File: config.mk
export PLATFORM = sky130hd
export DESIGN_NAME = bch63_locator_solver
export DESIGN_NICKNAME = d
export VERILOG_FILES = /design/src/rtl/bch_loc_pkg.sv /design/src/rtl/gf_poly_mul.sv /design/src/rtl/horner_acc.sv /design/src/rtl/locator_ctrl.sv /design/src/rtl/bch63_locator_solver.sv
export SDC_FILE = /design/constraint.sdc
export NUM_CORES = 1
export LEC_CHECK = 0
export BUFFER_PORTS_ARGS = -buffer_cell sky130_fd_sc_hd__buf_2
export CAP_MARGIN = 15
export CORE_MARGIN = 2
export CORE_UTILIZATION = 57
export CTS_CLUSTER_SIZE = 30
export DETAILED_ROUTE_END_ITERATION = 8
export HOLD_SLACK_MARGIN = 0.03
export PLACE_DENSITY = 0.86
export REMOVE_ABC_BUFFERS = 1
export SYNTH_ARGS = -nofsm -noshare
export SYNTH_HDL_FRONTEND = slang
export SYNTH_SLANG_ARGS = --single-unit
File: constraint.sdc
create_clock -name clk -period 2.4 [get_ports clk]
set_clock_uncertainty 0.1 [all_clocks]
set_input_delay 0.24 -clock clk [delete_from_list [all_inputs] [get_ports clk]]
set_output_delay 0.24 -clock clk [all_outputs]
set_load 0.01 [all_outputs]
File: src/rtl/bch_loc_pkg.sv
// Package: shared constants and the controller state type for the
// BCH(63,51) syndrome / locator solver. Assumes a binary code with t = 2.
package bch_loc_pkg;
    localparam int          GF_M     = 6;
    localparam int          CODE_N   = 63;
    // Low M bits of the primitive polynomial x^6 + x + 1
    localparam logic [5:0]  GF_POLY  = 6'b000011;

    typedef enum logic [2:0] {
        ST_IDLE,
        ST_SHIFT,
        ST_SQ,
        ST_CUBE,
        ST_OUT
    } loc_state_t;
endpackage

File: src/rtl/gf_poly_mul.sv
// Module: combinational GF(2^M) multiplier in polynomial basis.
// Starts from the most significant bit of b_i. The partial result is
// multiplied by alpha (shift plus conditional reduction) and a_i is
// added whenever the current bit of b_i is set. Uses AND/XOR only.
// Assumes POLY_LO holds the primitive polynomial without its x^M term.
module gf_poly_mul #(
    parameter int             M       = 6,
    parameter logic [M-1:0]   POLY_LO = 6'b000011
) (
    input  logic [M-1:0] a_i,
    input  logic [M-1:0] b_i,
    output logic [M-1:0] p_o
);
    logic [M-1:0] acc;

    // Horner-style product, most significant element first
    always_comb begin
        acc = '0;
        for (int i = M - 1; i >= 0; i--) begin
            acc = {acc[M-2:0], 1'b0} ^ (acc[M-1] ? POLY_LO : '0);
            if (b_i[i]) acc = acc ^ a_i;
        end
    end

    assign p_o = acc;

    // Check multiplication by one is identity
    always_comb begin

        if (b_i == {{(M-1){1'b0}}, 1'b1}) begin
            mul_unit_chk: assert (p_o == a_i);
        end
    end
endmodule

File: src/rtl/horner_acc.sv
// Module: one syndrome accumulator. On each taken bit it computes
// S <- S * alpha^POW + bit. When first_i is set, the old value is
// treated as zero. The constant multiply is POW repeated
// multiply-by-alpha steps.
// Assumes bits arrive highest order first.
module horner_acc #(
    parameter int             M       = 6,
    parameter logic [M-1:0]   POLY_LO = 6'b000011,
    parameter int             POW     = 1
) (
    input  logic         clk,
    input  logic         rst_n,
    input  logic         take_i,
    input  logic         first_i,
    input  logic         bit_i,
    output logic [M-1:0] syn_o
);
    logic [M-1:0] syn_q;
    logic [M-1:0] nxt;

    // Next accumulator value: constant multiply by alpha^POW, then add bit
    always_comb begin
        nxt = first_i ? '0 : syn_q;
        for (int k = 0; k < POW; k++) begin
            nxt = {nxt[M-2:0], 1'b0} ^ (nxt[M-1] ? POLY_LO : '0);
        end
        nxt = nxt ^ {{(M-1){1'b0}}, bit_i};
    end

    // Accumulator register, updated only on taken bits
    always_ff @(posedge clk) begin
        if (!rst_n)      syn_q <= '0;
        else if (take_i) syn_q <= nxt;
    end

    assign syn_o = syn_q;


    first_bit_chk: assert property (@(posedge clk) disable iff (!rst_n)
        (take_i && first_i) |=> (syn_q == {{(M-1){1'b0}}, $past(bit_i)}));
endmodule

File: src/rtl/locator_ctrl.sv
// Module: sequencer for the solver. It takes a parallel word (and
// shifts it out internally) or serial qualified bits, counts N bits, and
// then steps through the square, cube and output-load states.
// Assumes load has priority over a serial bit when both arrive in idle.
module locator_ctrl
    import bch_loc_pkg::*;
#(
    parameter int N  = 63,
    parameter int CW = $clog2(N)
) (
    input  logic         clk,
    input  logic         rst_n,
    input  logic         load_i,
    input  logic [N-1:0] word_i,
    input  logic         bit_valid_i,
    input  logic         bit_i,
    output logic         take_o,
    output logic         first_o,
    output logic         bit_o,
    output loc_state_t   state_o
);
    localparam logic [CW-1:0] LAST = CW'(N - 1);

    loc_state_t    state_q;
    logic [N-1:0]  shreg_q;
    logic          par_q;
    logic [CW-1:0] cnt_q;
    logic          last_take;

    // Bit acceptance: serial bits only when idle or shifting a serial word
    always_comb begin
        take_o = 1'b0;
        if (state_q == ST_IDLE)       take_o = !load_i && bit_valid_i;
        else if (state_q == ST_SHIFT) take_o = par_q || bit_valid_i;
    end

    assign bit_o     = (state_q == ST_SHIFT && par_q) ? shreg_q[N-1] : bit_i;
    assign first_o   = (cnt_q == '0);
    assign last_take = take_o && (cnt_q == LAST);
    assign state_o   = state_q;

    // State, bit counter and parallel shift register
    always_ff @(posedge clk) begin
        if (!rst_n) begin
            state_q <= ST_IDLE;
            shreg_q <= '0;
            par_q   <= 1'b0;
            cnt_q   <= '0;
        end else begin
            if (take_o) cnt_q <= last_take ? '0 : cnt_q + 1'b1;
            if (take_o && par_q) shreg_q <= {shreg_q[N-2:0], 1'b0};
            unique case (state_q)
                ST_IDLE: begin
                    if (load_i) begin
                        shreg_q <= word_i;
                        par_q   <= 1'b1;
                        state_q <= ST_SHIFT;
                    end else if (bit_valid_i) begin
                        par_q   <= 1'b0;
                        state_q <= last_take ? ST_SQ : ST_SHIFT;
                    end
                end
                ST_SHIFT: begin
                    if (last_take) begin
                        par_q   <= 1'b0;
                        state_q <= ST_SQ;
                    end
                end
                ST_SQ:   state_q <= ST_CUBE;
                ST_CUBE: state_q <= ST_OUT;
                ST_OUT:  state_q <= ST_IDLE;
                default: state_q <= ST_IDLE;
            endcase
        end
    end


    last_bit_chk: assert property (@(posedge clk) disable iff (!rst_n)
        last_take |=> (state_q == ST_SQ));

    cnt_range_chk: assert property (@(posedge clk) disable iff (!rst_n)
        cnt_q <= LAST);

    busy_no_take_chk: assert property (@(posedge clk) disable iff (!rst_n)
        (state_q == ST_SQ || state_q == ST_CUBE || state_q == ST_OUT) |-> !take_o);
endmodule

File: src/rtl/bch63_locator_solver.sv
// Module: top of the BCH(63,51) syndrome and inversionless locator solver.
// Two Horner accumulators form S1 and S3 while bits are taken. One
// general GF(64) multiplier then forms S1^2 and S1^3 in two cycles. The
// outputs load in the third cycle with a done pulse.
// Assumes binary t = 2: lam0 = S1, lam1 = S1^2, lam2 = S3 + S1^3.
module bch63_locator_solver
    import bch_loc_pkg::*;
#(
    parameter int           M       = GF_M,
    parameter int           N       = CODE_N,
    parameter logic [M-1:0] POLY_LO = GF_POLY
) (
    input  logic         clk,
    input  logic         rst_n,
    input  logic         load_i,
    input  logic [N-1:0] word_i,
    input  logic         bit_valid_i,
    input  logic         bit_i,
    output logic [M-1:0] lam0_o,
    output logic [M-1:0] lam1_o,
    output logic [M-1:0] lam2_o,
    output logic         err_det_o,
    output logic         uncorr_o,
    output logic         done_o
);
    localparam int NSYN = 2;

    loc_state_t   state;
    logic         take, first, sbit;
    logic [M-1:0] syn [NSYN];
    logic [M-1:0] mul_a, prod;
    logic [M-1:0] sq_q, cube_q;

    locator_ctrl #(.N(N)) u_ctrl (
        .clk         (clk),
        .rst_n       (rst_n),
        .load_i      (load_i),
        .word_i      (word_i),
        .bit_valid_i (bit_valid_i),
        .bit_i       (bit_i),
        .take_o      (take),
        .first_o     (first),
        .bit_o       (sbit),
        .state_o     (state)
    );

    // Odd syndromes S1 (alpha^1) and S3 (alpha^3)
    for (genvar g = 0; g < NSYN; g++) begin : g_syn
        horner_acc #(.M(M), .POLY_LO(POLY_LO), .POW(2 * g + 1)) u_acc (
            .clk     (clk),
            .rst_n   (rst_n),
            .take_i  (take),
            .first_i (first),
            .bit_i   (sbit),
            .syn_o   (syn[g])
        );
    end

    // Shared multiplier: S1*S1 in ST_SQ, S1^2*S1 in ST_CUBE
    assign mul_a = (state == ST_CUBE) ? sq_q : syn[0];

    gf_poly_mul #(.M(M), .POLY_LO(POLY_LO)) u_mul (
        .a_i (mul_a),
        .b_i (syn[0]),
        .p_o (prod)
    );

    // Power registers, result registers and done pulse
    always_ff @(posedge clk) begin
        if (!rst_n) begin
            sq_q      <= '0;
            cube_q    <= '0;
            lam0_o    <= '0;
            lam1_o    <= '0;
            lam2_o    <= '0;
            err_det_o <= 1'b0;
            uncorr_o  <= 1'b0;
            done_o    <= 1'b0;
        end else begin
            done_o <= (state == ST_OUT);
            if (state == ST_SQ)   sq_q   <= prod;
            if (state == ST_CUBE) cube_q <= prod;
            if (state == ST_OUT) begin
                lam0_o    <= syn[0];
                lam1_o    <= sq_q;
                lam2_o    <= syn[1] ^ cube_q;
                err_det_o <= (syn[0] != '0) || (syn[1] != '0);
                uncorr_o  <= (syn[0] == '0) && (syn[1] != '0);
            end
        end
    end


    done_pulse_chk: assert property (@(posedge clk) disable iff (!rst_n)
        done_o |=> !done_o);

    hold_chk: assert property (@(posedge clk) disable iff (!rst_n)
        !$stable({lam0_o, lam1_o, lam2_o, err_det_o, uncorr_o}) |-> done_o);

    uncorr_flag_chk: assert property (@(posedge clk) disable iff (!rst_n)
        uncorr_o |-> (err_det_o && lam0_o == '0 && lam1_o == '0));

    square_zero_chk: assert property (@(posedge clk) disable iff (!rst_n)
        (done_o && lam0_o == '0) |-> (lam1_o == '0 && lam2_o == $past(syn[1])));
endmodule

==> results.yml <==
clock_network:
  clock_latency_ns: 0.51
  htree_levels: 4
  clock-root-buffer: "clkbuf_8"
  cts_buffer_depth: 2
  clk_pin_slew_worst_paths_ns: 0.07
  cts_tree: "built"
  cts_made_buffers: 17
  post_cts_buffers: 0
  cts_sinks: 118
drt:
  drc: 0
  first_pass_iters: 9
  vias_per_cell: 6.13
  drtAntennaViolNets: 0
  wirelength_um: 18400
  num_vias: 6320
  first_iter_violations: 602
  wl_per_cell_um: 17.8
timing:
  rsz0062_at_grt: "no"
  finalHoldViolCount: 0
  period_needed_ns: 2.29
  min_period_over_period_pct: 95.3
  slew_violations: 0
  slew_headroom_pct: 56.4
  fmax_ghz: 0.437
  tightest_slew_ns: 0.655
  finalSetupViolCount: 0
critical_path:
  critical_path_class: "reg2reg"
  path_max_fanout: 63
  cp_slowest_cell: "o21ai_0"
  cp_cell_sequence: "buf_4 > o21ai_0 > a21boi_4 > nand2_2 > buf_12 > nand2_1 > a311oi_2"
  cp.arrival_ns: 2.57
  r2r-start: "u_ctrl.state_o[0]"
  end_kind: "flop"
  slowest_delay_ns: 0.41
  critPathLaunchType: "flop"
  r2r_cells: 7
  cp.required_ns: 2.69
  crit_start: "u_ctrl.state_o[0]"
yosys:
  syn_inst: 757
  async_reset_ff_share_pct: 0
  synth_area_leaders: "dfxtp_1 40%, nand2_1 9.5%, a311oi_1 9.4%"
  synth.top_cell.area_share_pct: 40.3
  synth_edf_count: 0
  avgSynthCellArea_sq_um: 7.74
  synth.distinct_cells: 50
  synth-warning-count: 0
  ys.flop_type: "dfxtp_1"
  synth.largest_area_cell: "dfxtp_1"
  synth_seq_area_share_pct: 40.3
  ys_ff_latch: 118
  syn_area_sq_um: 5860
finish:
  num_antenna_cells: 0
  drive_gt1_share_pct: 18.4
  fin_area_sq_um: 7700
  final_core_utilization_pct: 78.0
  final_cell_count_no_fill: 1031
  syn_to_final_growth_pct: 31.5
  nets: 956
placement:
  dpl_cell_area_sq_um: 6440
  gp_congestion: 0.890
  io_buffers: 88
  dp_hpwl_um: 9610
  dp_cells: 932
min_path:
  holdCritStartpoint: "bit_i"
  hold_path.class: "in2reg"
  holdPathStages: 5
global_route:
  grt_pass1_wl_um: 29900
  grt_max_degree: 65
  grt_usage_pct: 33.1
  overflow: 0
  antenna_found_initial: 0
  grt_pass1_vias: 6334
die:
  start_util_pct: 59.4
  die_y_um: 105
  rows: 36
  die-area_sq_um: 11100
  coreArea_sq_um: 9860
  io_pins: 89
  fp.dieW_um: 105
pwr:
  p_leak_nw: 2.96
  max-vdd-ir-drop_v: 0.000489
  powerDensity_nw_per_um2: 671
job:
  drv_cap: 0
outcome:
  status: "complete, no violations"
==> where the power goes <==
group          switching (W)  internal (W)  leakage, nW
sequential         0.0000700       0.00206        0.966
clock               0.000966       0.00148        0.278
combinational       0.000341      0.000242         1.72
total                0.00138       0.00379         2.96
==> critical path, delay by kind of cell (launching register included) <==
family,cells,cell delay [ns]
compound gates,3,0.96
buf+inv,2,0.45
flops,1,0.35
simple gates,2,0.25
==> through the flow <==
step	hold WS, ns	total power, W	setup slack, ns	TNS (ns)
final	0.208	0.00516	0.113	0
after global routing	0.212	0.00532	0.0334	0
after CTS	0.165	0.00510	0.125	0
after detailed placement	0.348	0.00261	0.208	0
after global placement	0.339	0.00259	0.286	0
after floorplan	0.276	0.00243	-6.57	-495.44
==> kinds of logic after synthesis <==
group / share of synthesized area (%)
buffers and inverters: 5.64
AND/OR/NAND/NOR: 26.6
flip-flops: 40.3
AO/OA/AOI/OAI: 17.8
multiplexers: 1.84
XOR/XNOR: 7.18
adder cells (fa/ha/maj): 0.641
==> state kept, by name, indices dropped and copies added, names as in the netlist <==
register           count
u_ctrl.cnt_q           6
u_ctrl.state_o         3
u_ctrl.shreg_q        63
lam1_o                 6
cube_q                 6
lam2_o                 6
lam0_o                 6
sq_q                   6
done_o                 1
u_ctrl.par_q           1
uncorr_o               1
err_det_o              1
g_syn.u_acc.syn_o     12
==> final timing paths <==
kind | to | slack, ns
worst max register to register | u_ctrl.shreg_q[56] | 0.11
worst min-delay path | g_syn[0].u_acc.syn_o[0] | 0.21
worst min register to register | lam0_o[4] | 0.36
worst max-delay path | u_ctrl.shreg_q[56] | 0.11
==> layout by cell type, fill, tap and decap left out, types with 2 or more instances in the layout <==
cell type,n
nand2_1,147
dfxtp_1,117
nor2_1,102
buf_2,88
nand3_1,77
dlygate4sd3_1,67
a311oi_1,61
a21oi_1,42
xnor2_1,23
buf_4,22
clkbuf_16,16
xor2_1,14
o21ai_0,13
inv_1,9
a211oi_1,8
mux2i_1,7
clkinv_4,5
nand4_1,4
nor3_1,4
clkinv_2,4
buf_12,4
and3_1,3
and2_1,3
nand3b_1,3
a31oi_1,3
o211ai_1,3
ha_1,3
nand2_2,2
nand2b_1,2
xnor3_1,2
a21boi_0,2
o221ai_1,2
a311oi_2,2
bufinv_16,2
inv_6,2
clkinvlp_4,2
==> synth_stat cells, types with 4 or more instances <==
cell and number:
a211oi_1 8, a21oi_1 42, a311oi_1 63, buf_1 6
buf_2 15, clkbuf_1 52, dfxtp_1 118, inv_1 9
mux2i_1 7, nand2_1 148, nand3_1 77, nand4_1 4
nor2_1 102, nor3_1 4, o21ai_0 13, xnor2_1 23
xor2_1 14
==> final cells by class <==
type / instances / area (sq um)
Tap cell: 133 / 166
Clock buffer: 17 / 414
Sequential cell: 118 / 2360
Inverter: 10 / 37.5
Clock inverter: 15 / 156
Fill cell: 607 / 2170
Multi-Input combinational cell: 556 / 3190
Timing Repair Buffer: 182 / 1370
==> repair_timing <==
item                                    CTS  global route
gates resized for setup                   0             4
hold buffers                             67             0
endpoints found under the setup margin    0            13
hold endpoints to repair                 69             0
==> layer usage <==
layer	global-route usage [%]	wire (um)
met1	37.0	6960
met2	57.7	9160
met3	7.98	1440
met4	17.9	801
met5	0	0
No activity file was read; power rests on OpenSTA's default activity.
